--- src/rtl/hbus_pkg.sv ---
package hbus_pkg;
  typedef enum logic [2:0] {PH_IDLE, PH_ADDR, PH_DATA, PH_STALL, PH_DONE} phase_t;

  localparam int CFG_W       = 12;
  localparam int B_CLK_GATE  = 0;
  localparam int B_IDLE_GATE = 1;
  localparam int B_CLK_INV   = 2;
  localparam int B_RDY_EN    = 3;
  localparam int B_RDY_INV   = 4;
  localparam int B_FULL_EN   = 5;
  localparam int B_EMPTY_EN  = 6;
  localparam int B_WR_HIGH   = 7;
  localparam int B_RD_HIGH   = 8;
  localparam int B_ALE_HIGH  = 9;
  localparam int B_CRE_GO    = 10;
  localparam int B_CLK_OUT   = 11;
  localparam logic [CFG_W-1:0] CFG_RESET = 12'h200;

  // Pin level for a strobe of the given polarity.
  function automatic logic pin_level(input logic active, input logic high);
    return high ? active : ~active;
  endfunction

  // True when any enabled stall source holds the access.
  function automatic logic stall_eval(input logic rdy_en, input logic rdy_inv,
                                      input logic rdy, input logic full_en,
                                      input logic full, input logic empty_en,
                                      input logic empty, input logic is_wr);
    logic not_ready;
    not_ready = rdy_en & (rdy_inv ? rdy : ~rdy);
    return not_ready | (full_en & is_wr & full) | (empty_en & ~is_wr & empty);
  endfunction
endpackage

--- src/rtl/hbus_sync.sv ---
module hbus_sync #(
  parameter int W      = 3,
  parameter int STAGES = 2
) (
  input  logic         clk,
  input  logic         rst_n,
  input  logic [W-1:0] d,
  output logic [W-1:0] q
);
  logic [STAGES-1:0][W-1:0] chain;

  always_ff @(posedge clk or negedge rst_n) begin
    if (!rst_n) begin
      chain <= '0;
    end else begin
      chain[0] <= d;
      for (int s = 1; s < STAGES; s++) chain[s] <= chain[s-1];
    end
  end

  assign q = chain[STAGES-1];
endmodule

--- src/rtl/hbus_clkgen.sv ---
module hbus_clkgen (
  input  logic clk,
  input  logic rst_n,
  input  logic busy,
  input  logic gate,
  input  logic idle_gate,
  input  logic inv,
  input  logic out_en,
  input  logic div_zero,
  output logic step,
  output logic bus_clk
);
  logic bclk;
  logic idle_ok;
  logic held;

  always_ff @(posedge clk or negedge rst_n) begin
    if (!rst_n) bclk <= 1'b0;
    else        bclk <= ~bclk;
  end

  // step marks the system cycle whose closing edge raises the bus clock
  assign step    = ~bclk;
  assign idle_ok = idle_gate & out_en & ~div_zero;
  assign held    = gate | (idle_ok & ~busy);
  assign bus_clk = held ? 1'b0 : (bclk ^ inv);
endmodule

--- src/rtl/hbus_seq.sv ---
module hbus_seq
  import hbus_pkg::*;
#(
  parameter int BUS_W       = 16,
  parameter int SYNC_STAGES = 2
) (
  input  logic             clk,
  input  logic             rst_n,
  input  logic             req_valid,
  output logic             req_ready,
  input  logic             req_write,
  input  logic [BUS_W-1:0] req_addr,
  input  logic [BUS_W-1:0] req_wdata,
  output logic             done_o,
  output logic [BUS_W-1:0] rdata_o,
  input  logic             cfg_load,
  input  logic [CFG_W-1:0] cfg_word,
  input  logic [BUS_W-1:0] cre_value_i,
  input  logic             div_zero_i,
  output logic             cre_pend_o,
  output logic             bus_clk_o,
  output logic             ale_o,
  output logic             rd_o,
  output logic             wr_o,
  output logic             cre_o,
  output logic [BUS_W-1:0] ad_o,
  output logic             ad_oe,
  input  logic [BUS_W-1:0] ad_i,
  input  logic             rdy_i,
  input  logic             full_i,
  input  logic             empty_i
);
  localparam int NSTALL = 3;

  phase_t           state;
  logic [CFG_W-1:0] cfg_q;
  logic [BUS_W-1:0] lat_addr, lat_data;
  logic             lat_wr, lat_cre;
  logic [NSTALL-1:0] stall_sync;

  // named internal events
  logic step, accept, finish, stall_now, busy, in_data, cre_next;
  logic ale_act, rd_act, wr_act, gate_on;

  hbus_sync #(.W(NSTALL), .STAGES(SYNC_STAGES)) u_sync (
    .clk(clk), .rst_n(rst_n), .d({empty_i, full_i, rdy_i}), .q(stall_sync)
  );

  assign busy    = (state != PH_IDLE);
  assign gate_on = cfg_q[B_CLK_GATE];

  hbus_clkgen u_clk (
    .clk(clk), .rst_n(rst_n), .busy(busy), .gate(gate_on),
    .idle_gate(cfg_q[B_IDLE_GATE]), .inv(cfg_q[B_CLK_INV]),
    .out_en(cfg_q[B_CLK_OUT]), .div_zero(div_zero_i),
    .step(step), .bus_clk(bus_clk_o)
  );

  assign in_data   = (state == PH_DATA) || (state == PH_STALL);
  assign req_ready = (state == PH_IDLE) && step;
  assign accept    = req_valid && req_ready;
  assign finish    = (state == PH_DONE) && step;
  assign stall_now = stall_eval(cfg_q[B_RDY_EN], cfg_q[B_RDY_INV], stall_sync[0],
                                cfg_q[B_FULL_EN], stall_sync[1],
                                cfg_q[B_EMPTY_EN], stall_sync[2], lat_wr);
  assign cre_next  = (cfg_q[B_CRE_GO] & ~(finish & lat_cre))
                   | (cfg_load & cfg_word[B_CRE_GO]);

  always_ff @(posedge clk or negedge rst_n) begin
    if (!rst_n) begin
      state    <= PH_IDLE;
      cfg_q    <= CFG_RESET;
      lat_addr <= '0;
      lat_data <= '0;
      lat_wr   <= 1'b0;
      lat_cre  <= 1'b0;
      rdata_o  <= '0;
    end else begin
      if (cfg_load) cfg_q <= cfg_word;
      cfg_q[B_CRE_GO] <= cre_next;
      if (accept) begin
        state    <= PH_ADDR;
        lat_addr <= req_addr;
        lat_data <= cfg_q[B_CRE_GO] ? cre_value_i : req_wdata;
        lat_wr   <= req_write | cfg_q[B_CRE_GO];
        lat_cre  <= cfg_q[B_CRE_GO];
      end else if (step) begin
        case (state)
          PH_ADDR: state <= PH_DATA;
          PH_DATA, PH_STALL: begin
            if (stall_now) begin
              state <= PH_STALL;
            end else begin
              state <= PH_DONE;
              if (!lat_wr) rdata_o <= ad_i;
            end
          end
          PH_DONE: state <= PH_IDLE;
          default: state <= state;
        endcase
      end
    end
  end

  assign ale_act    = (state == PH_ADDR);
  assign rd_act     = in_data && !lat_wr;
  assign wr_act     = in_data && lat_wr;
  assign ale_o      = pin_level(ale_act, cfg_q[B_ALE_HIGH]);
  assign rd_o       = pin_level(rd_act, cfg_q[B_RD_HIGH]);
  assign wr_o       = pin_level(wr_act, cfg_q[B_WR_HIGH]);
  assign ad_o       = ale_act ? lat_addr : lat_data;
  assign ad_oe      = ale_act || wr_act;
  assign cre_o      = lat_cre && busy;
  assign done_o     = finish;
  assign cre_pend_o = cfg_q[B_CRE_GO];
endmodule

--- config.mk ---
export PLATFORM = sky130hd
export DESIGN_NAME = hbus_seq
export DESIGN_NICKNAME = d
export VERILOG_FILES = /design/src/rtl/hbus_pkg.sv /design/src/rtl/hbus_sync.sv /design/src/rtl/hbus_clkgen.sv /design/src/rtl/hbus_seq.sv
export SDC_FILE = /design/constraint.sdc
export NUM_CORES = 1
export LEC_CHECK = 0
export ABC_AREA = 1
export BUFFER_PORTS_ARGS = -buffer_cell sky130_fd_sc_hd__clkbuf_2
export CAP_MARGIN = 20
export CORE_MARGIN = 2
export CORE_UTILIZATION = 35
export DETAILED_ROUTE_END_ITERATION = 6
export PLACE_DENSITY_LB_ADDON = 0.25
export RECOVER_POWER = 100
export SETUP_SLACK_MARGIN = 0.05
export SYNTH_ARGS = -nofsm -noshare
export SYNTH_HDL_FRONTEND = slang
export SYNTH_SLANG_ARGS = --single-unit
--- constraint.sdc ---
create_clock -name clk -period 3.7 [get_ports clk]
set_input_delay 0.74 -clock clk [delete_from_list [all_inputs] [get_ports clk]]
set_output_delay 0.74 -clock clk [all_outputs]
set_load 0.02 [all_outputs]
==> impl_metrics.tcl, run 1 <==
set metrics [dict create \
    max_stage_delay_ns 0.51 \
    netlist_area_um2 3330 \
    grt_pass1_vias 2847 \
    crit_fanout 35 \
    cts-resized-gates 0 \
    setup_ws_ns 0.909 \
    ys_types 24 \
    final.setup.tns_ns 0 \
    finalSetupViolations 0 \
    yosysWarnings 0 \
    cts_tree "built" \
    route.detailed.drc 0 \
    grt_start_max_net_pins 73 \
    criticalPathCategory "reg -> out" \
    hp-class "reg -> reg" \
    grt_pass1_wl_um 13200 \
    r2r_start "state[0]" \
    track_usage 0.164 \
    leakagePower_nw 2.08 \
    stdcell_area_um2 4100 \
    gr-total-overflow 0 \
    fmax_ghz 0.358 \
    clk-insertion-delay-late_ns 0.34 \
    pre_cts_slack_ns 1.26 \
    synth.top_cell.area_share 0.534 \
    htree_levels 3 \
    fill_cells 969 \
    placed_cell_area_um2 3990 \
    routabilityCongestion 0.778 \
    worstRegToRegCells 7 \
    cp_top_family "simple AND/OR/NAND/NOR gates" \
    outcome "complete, but fails checks" \
    cts_buffers 9 \
    initial_core_util 0.360 \
    vias 2814 \
    fp.dieW_um 102 \
    cp-end-kind "primary output" \
    worstPathRequired_ns 2.96 \
    drtIter0Drc 160 \
    whs_endpoint "u_sync.q[2]" \
    dp_hpwl_um 5440 \
    worstMarginPinSlew_ns 1.80 \
    cts_setup_buffers 0 \
    max_slew_margin -0.201 \
    cp.arrival_ns 2.05 \
    power_density_nw_per_um2 376 \
    final_common_cell "nand2_1" \
    postRouteWirelength_um 7830 \
    design.die.area_um2 10300 \
    cap_violations 1 \
    cts_root_buf "clkbuf_8" \
    syn_avg_cell_area_um2 9.02 \
    rsz0062_at_grt "false" \
    cts_hold_buf 0 \
    clock_sinks 72 \
    path_clk_slew_ns 0.07 \
    hold_violations 0 \
    antenna_found_initial 0 \
    min_from "u_sync.chain[2]" \
    cp-start-kind "register" \
    r2r_slack_ns 0.96 \
    synth_cells 369 \
    synth_top_cell_by_area "dfrtp_1" \
    ys_seq_elements 72 \
    nets 571 \
    vias_per_cell 4.55 \
    io_pins 126 \
    path_cells "inv_1 > nand3_2 > o21ai_0 > clkbuf_1" \
    drive_gt1_frac 0.267 \
    violations "capacitance limit, slew limit" \
    portBuffers 125 \
    std_cell_rows 35 \
    multi_input_area_um2 1240 \
    min_period_over_period 0.754 \
    seq_area_um2 1800 \
    cts_max_path_buffers 2 \
    area_growth_pct 23.2 \
    whs_path_depth 0 \
    diodes 0 \
    die_y_um 102 \
    ir_drop_mv 0.176 \
    slowest_stage "nand3_2" \
    min_period_ns 2.79 \
    first_pass_iters 5 \
    core_um2 9240 \
    synth_seq_area_share 0.542 \
    finalClockSkew_ns 0.00843 \
    critPathBufInv 2 \
    most-common-layout-cells "138 x nand2_1, 85 x clkbuf_2, 71 x dfrtp_1, 41 x o21ai_0, 40 x clkbuf_1" \
    ant_nets 0 \
    synth_area_leaders "dfrtp_1 53%, nand2_1 15%, mux2_2 7.8%" \
    syn-num-nets 454 \
    finalMaxSlewViolations 73 \
    wire_per_inst_um 12.7 \
    r2r_end "lat_wr" \
]
Yosys cell counts:
library cell / count
nor2_1: 5
dfstp_2: 1
nand3_1: 6
nand2_1: 137
nand2_2: 2
nor2_4: 2
a21oi_1: 2
nand3_2: 1
dfrtp_1: 71
buf_2: 9
nand4_4: 1
nor2_2: 4
buf_6: 4
o21ai_0: 23
clkbuf_1: 1
buf_4: 5
inv_1: 29
mux2_2: 23
nand4_1: 16
xor2_1: 3
inv_2: 3
o21ai_1: 19
nor3_1: 1
a22o_1: 1
cell families (layout without fill, tap and decap cells):
group | count (synthesis) | count (layout) | synth area share
AOI/OAI and AO/OA | 45 | 45 | 0.0688
xor gates and xnor gates | 3 | 3 | 0.00790
buffers and inverters | 51 | 172 | 0.0756
DFF | 72 | 72 | 0.542
muxes | 23 | 23 | 0.0778
and+or+nand+nor | 175 | 175 | 0.228
layout make-up:
cell class,instances,area share
sequential,72,0.440
multi-input combinational,246,0.303
timing repair buffer,125,0.140
tap,129,0.0394
clock buffer,10,0.0336
inverter,32,0.0293
clock inverter,5,0.0140
power breakdown:
part | internal (W) | switching (W)
Combinational | 0.0000539 | 0.0000581
Clock | 0.000325 | 0.000295
Sequential | 0.000802 | 0.00000715
Total | 0.00118 | 0.000360
state kept, by name, indices dropped and copies added (netlist names):
register,count
u_sync.q,3
lat_cre,1
cfg_q,12
state,3
lat_data,16
u_sync.chain,3
lat_wr,1
u_clk.bclk,1
lat_addr,16
rdata_o,16
stage by stage:
step                hold WS, ns  utilization  total power, W  std cells
finish                    0.351        0.444         0.00154        619
global route              0.360        0.444         0.00161        619
CTS                       0.353        0.453         0.00157        619
detailed placement        0.335        0.431        0.000941        604
global placement          0.333        0.431        0.000939        604
floorplan                 0.331            -        0.000872        369
layer usage:
layer,GRT usage,wire [um],vias up
li1,-,-,1414
met1,0.211,3610,1305
met2,0.263,3680,85
met3,0.0345,426,10
met4,0.0790,118,0
met5,0,0,-
worst max path at each step:
stage | startpoint | to | depth (start not counted)
floorplan | state[1] | ad_o[10] | 4
global placement | state[1] | ad_o[9] | 4
detailed placement | state[1] | ad_o[12] | 4
CTS | state[1] | ad_o[12] | 4
global route | state[0] | lat_wr | 7
finish | state[1] | ad_o[3] | 4
(Power assumes the default switching activity.)
==> run 2: changes to the inputs <==
Clock period 3.7 ns to 2.8 ns, I/O delays scaled along.
==> run 2 against run 1 <==
The run still ends with capacitance limit, slew limit left. Worst setup slack worse by 0.40 ns. Final cell count is 0.48% higher. Global-route usage is 0.86 points lower. Clock skew is 0.0054 ns higher. First-iteration DRC count is 56% lower. Clock power is 47% higher. Sequential power is 32% higher. Combinational power is 32% higher. Die area stayed put. Cell area is 1.2% higher. Via count is 0.46% lower. Worst hold slack worse by 0.028 ns. Critical endpoint is now rdata_o[3]. Largest power group unchanged. Highest routed layer unchanged.
==> impl_metrics.tcl, run 2 (synthesis results as in run 1) <==
set metrics [dict create \
    path_clk_slew_ns 0.07 \
    r2r_start "state[1]" \
    fin_util 0.449 \
    seq_area_um2 1800 \
    hold_violations 0 \
    finalClockSkew_ns 0.0138 \
    finalMaxSlewViolations 73 \
    most-common-layout-cells "138 x nand2_1, 85 x clkbuf_2, 71 x dfrtp_1, 42 x clkbuf_1, 41 x o21ai_0" \
    grt_pass1_wl_um 12500 \
    postRouteWirelength_um 7670 \
    startpoint "state[1]" \
    grt_util_met1 0.202 \
    worstPathRequired_ns 3.02 \
    multi_input_area_um2 1250 \
    power_density_nw_per_um2 513 \
    use_met2 0.248 \
    drtIter0Drc 70 \
    finalSetupViolations 0 \
    fin_hold_ws_ns 0.323 \
    outcome "complete, but fails checks" \
    cts_buffers 9 \
    vias_per_cell 4.50 \
    r2r_end "rdata_o[3]" \
    drive_gt1_frac 0.272 \
    grt-busiest-layer "met2" \
    gr-total-overflow 0 \
    fill_cells 983 \
    cts_max_path_buffers 2 \
    route.detailed.drc 0 \
    cp-start-kind "register" \
    fmax_ghz 0.437 \
    routabilityCongestion 0.765 \
    rsz0062_at_grt "false" \
    design.die.area_um2 10300 \
    core_um2 9240 \
    wire_per_inst_um 12.3 \
    switching_power_w 0.000469 \
    crit_fanout 20 \
    r2r_slack_ns 0.51 \
    cp.arrival_ns 2.50 \
    cts_hold_buf 0 \
    largestRegisters "lat_addr: 16 flops, lat_data: 16 flops, rdata_o: 16 flops" \
    std_cell_rows 35 \
    max_slew_margin -0.160 \
    initial_core_util 0.360 \
    htree_levels 3 \
    hp-class "in -> reg" \
    vias 2801 \
    comb_power_share 0.070 \
    cp-endpoint "rdata_o[3]" \
    cap_violations 1 \
    portBuffers 125 \
    grtUsageMet3 0.0352 \
    track_usage 0.155 \
    fp.dieW_um 102 \
    clkPwrFrac 0.427 \
    ir_drop_mv 0.240 \
    violations "capacitance limit, slew limit" \
    clk-insertion-delay-late_ns 0.34 \
    min_period_over_period 0.817 \
    diodes 0 \
    io_pins 126 \
    swShare 0.220 \
    finalPower_w 0.00213 \
    ant_nets 0 \
    min_period_ns 2.29 \
    seqPwrFrac 0.503 \
    leakagePower_nw 2.13 \
    grt_start_max_net_pins 73 \
    cp-end-kind "register" \
    area_growth_pct 24.6 \
    final_common_cell "nand2_1" \
    worstMarginPinSlew_ns 1.74 \
    final.setup.tns_ns 0 \
    p_int_w 0.00166 \
    grt_pass1_vias 2734 \
    dp_hpwl_um 5480 \
    clock_sinks 72 \
    first_pass_iters 4 \
    cts_root_buf "clkbuf_8" \
    die_y_um 102 \
    cts_tree "built" \
    worstRegToRegCells 6 \
    antenna_found_initial 0 \
    criticalPathCategory "reg -> reg" \
    nets 573 \
]
## run 2: timing repair
| action | in CTS | in global routing |
|---|---|---|
| gates resized for setup | 0 | 1 |
| buffers inserted | 0 | 0 |
| setup endpoints to repair | 0 | 2 |
## run 2: final cells by class
class | instances | share of cell area
Multi-Input combinational cell | 246 | 0.302
Timing Repair Buffer | 127 | 0.142
Tap cell | 129 | 0.0389
Inverter | 32 | 0.0290
Sequential cell | 72 | 0.435
Clock inverter | 5 | 0.0196
Clock buffer | 11 | 0.0341
## run 2: worst max-delay path: stages (launching register included)
cell,delay (ns)
dfrtp_1,0.37
inv_1,0.09
nor2_1,0.19
clkbuf_1,0.72
nand4_2,0.55
nand2_1,0.17
nand2_1,0.08
## run 2: worst min path at each step
stage | start | cells past startpoint | to
2_1_floorplan | rst_n | 0 | cfg_q[0]
3_3_place_gp | u_sync.chain[0] | 0 | u_sync.q[0]
5_1_grt | empty_i | 1 | u_sync.chain[2]
6_report | empty_i | 1 | u_sync.chain[2]
3_5_place_dp | u_sync.chain[2] | 0 | u_sync.q[2]
4_1_cts | empty_i | 1 | u_sync.chain[2]
## run 2: power by group through the flow
stage / Combinational, W / Clock, W / Sequential [W]
floorplan: 0.0000642 / 0 / 0.00109
global placement: 0.000153 / 0 / 0.00109
detailed placement: 0.000154 / 0 / 0.00109
CTS: 0.000155 / 0.000938 / 0.00107
global route: 0.000167 / 0.000971 / 0.00107
finish: 0.000148 / 0.000909 / 0.00107
## run 2: through the flow
stage                     instance area [um2]  setup slack (ns)  std cells
final                                    4150             0.513        622
after CTS                                4220             0.186        622
after detailed placement                 4000             0.576        606
after global routing                     4150             0.193        622
after floorplan                          3330             0.914        369
after global placement                   4000             0.604        606
## run 2: metal layers
metal | up-vias | share of wire
met2 | 85 | 0.47
met5 | - | 0
met3 | 10 | 0.057
li1 | 1416 | -
met1 | 1290 | 0.45
met4 | 0 | 0.020
==> run 3: changes to the inputs <==
Clock period 2.8 ns to 2.3 ns, I/O delays scaled along.
==> run 3 against run 2 <==
The flow still finishes with violations (capacitance limit, slew limit). Largest power group unchanged. Via count grew 0.32%. Sequential share of layout area shrank 0.18 points. Critical path type is now reg -> out. Register-to-register slack lost 0.10 ns. Cell area grew 0.42%. Die area is the same. Clock power grew 7.9%. Total power grew 16%. Sequential power grew 21%. Worst setup slack lost 0.35 ns.
==> impl_metrics.tcl, run 3 (synthesis results as in run 1) <==
set metrics [dict create \
    outcome "complete, but fails checks" \
    violations "capacitance limit, slew limit" \
    clock_sinks 72 \
    portBuffers 125 \
    cp.arrival_ns 1.67 \
    routabilityCongestion 0.817 \
    cts_tree "built" \
    wl_met3_um 415 \
    ant_nets 0 \
    io_pins 126 \
    cp-end-kind "primary output" \
    grt_start_max_net_pins 73 \
    finalMaxSlewViolations 73 \
    wl_met2_um 3690 \
    cts_root_buf "clkbuf_8" \
    hold_violations 0 \
    drtIter0Drc 68 \
    die_y_um 102 \
    largestRegisters "lat_addr: 16 flops, lat_data: 16 flops, rdata_o: 16 flops" \
    r2r_start "state[0]" \
    startpoint "state[1]" \
    drive_gt1_frac 0.272 \
    antenna_found_initial 0 \
    std_cell_rows 35 \
    core_um2 9240 \
    min_from "empty_i" \
    min_period_ns 2.13 \
    vias_per_cell 4.50 \
    fp.dieW_um 102 \
    track_usage 0.160 \
    cap_violations 1 \
    area_growth_pct 25.1 \
    path_cells "inv_1 > nand3_2 > buf_6 > o21ai_0 > clkbuf_1" \
    final.setup.tns_ns 0 \
    finalSetupViolations 0 \
    route.detailed.drc 0 \
    first_pass_iters 4 \
    slowest_stage "dfrtp_1" \
    hp-class "in -> reg" \
    path_clk_slew_ns 0.08 \
    final_common_cell "nand2_1" \
    ir_drop_mv 0.270 \
    fmax_ghz 0.469 \
    most-common-layout-cells "138 x nand2_1, 85 x clkbuf_2, 71 x dfrtp_1, 43 x clkbuf_1, 42 x o21ai_0" \
    cts_setup_buffers 0 \
    dp_hpwl_um 5500 \
    wire_per_inst_um 12.6 \
    crit_fanout 35 \
    grt_pass1_vias 2730 \
    max_slew_margin -0.193 \
    gr-total-overflow 0 \
    initial_core_util 0.360 \
    pre_cts_slack_ns 0.484 \
    top_layer_used "met4" \
    drt-met1-wl_um 3630 \
    rsz0062_at_grt "false" \
    power_density_nw_per_um2 591 \
    worstMarginPinSlew_ns 1.79 \
    leakagePower_nw 2.11 \
    nets 577 \
    cts_max_path_buffers 2 \
    grt_pass1_wl_um 12900 \
    clk-insertion-delay-late_ns 0.33 \
    min_period_over_period 0.928 \
    cts_buffers 9 \
    design.die.area_um2 10300 \
    finalClockSkew_ns 0.0119 \
    htree_levels 3 \
    criticalPathCategory "reg -> out" \
    worstPathRequired_ns 1.84 \
    diodes 0 \
    setup_ws_ns 0.166 \
    vias 2810 \
    max_stage_delay_ns 0.40 \
    cp-start-kind "register" \
    postRouteWirelength_um 7850 \
]
[run 3: area by class of cell]
cell class                      instances  area (um2)
Clock inverter                          3        42.5
Tap cell                              129         161
Multi-Input combinational cell        246        1260
Inverter                               32         120
Sequential cell                        72        1800
Fill cell                             977        5080
Clock buffer                           12         145
Timing Repair Buffer                  131         633
[run 3: worst paths after layout]
kind	endpoint	slack, ns	depth (start not counted)
max reg2reg	lat_addr[0]	0.41	8
min	u_sync.chain[2]	0.23	1
max in group asynchronous	lat_data[15]	0.64	1
max	ad_o[15]	0.17	5
min reg2reg	u_sync.q[1]	0.35	0
min in group asynchronous	rdata_o[9]	0.60	1
[run 3: critical path, delay by kind of cell (launching register included)]
family	cells	cell delay [ns]
flops	1	0.40
buf+inv	3	0.58
simple gates	1	0.08
compound gates	1	0.25
[run 3: power by group]
part | switching (W) | leakage, nW | internal, W
registers | 0.0000121 | 0.770 | 0.00129
clock network | 0.000457 | 0.0925 | 0.000525
logic | 0.0000933 | 1.25 | 0.0000859
[run 3: metal layers]
metal	vias up	GRT usage
li1	1421	-
met1	1303	0.213
met2	76	0.256
met3	10	0.0345
met4	0	0.0634
met5	-	0
[run 3: metrics by stage]
| stage | instance area [um2] | instances | power, W | hold WS [ns] | util |
|---|---|---|---|---|---|
| final | 4160 | 625 | 0.00246 | 0.228 | 0.451 |
| after global routing | 4160 | 625 | 0.00258 | 0.210 | 0.451 |
| after CTS | 4230 | 625 | 0.00251 | 0.210 | 0.458 |
| after detailed placement | 4040 | 610 | 0.00151 | 0.335 | 0.438 |
| after global placement | 4040 | 610 | 0.00151 | 0.333 | 0.438 |
| after floorplan | 3330 | 369 | 0.00140 | 0.164 | - |
[run 3: what timing repair did]
item,CTS,global route
setup endpoints to repair,0,6
hold buffers,0,0
gates resized for setup,0,1
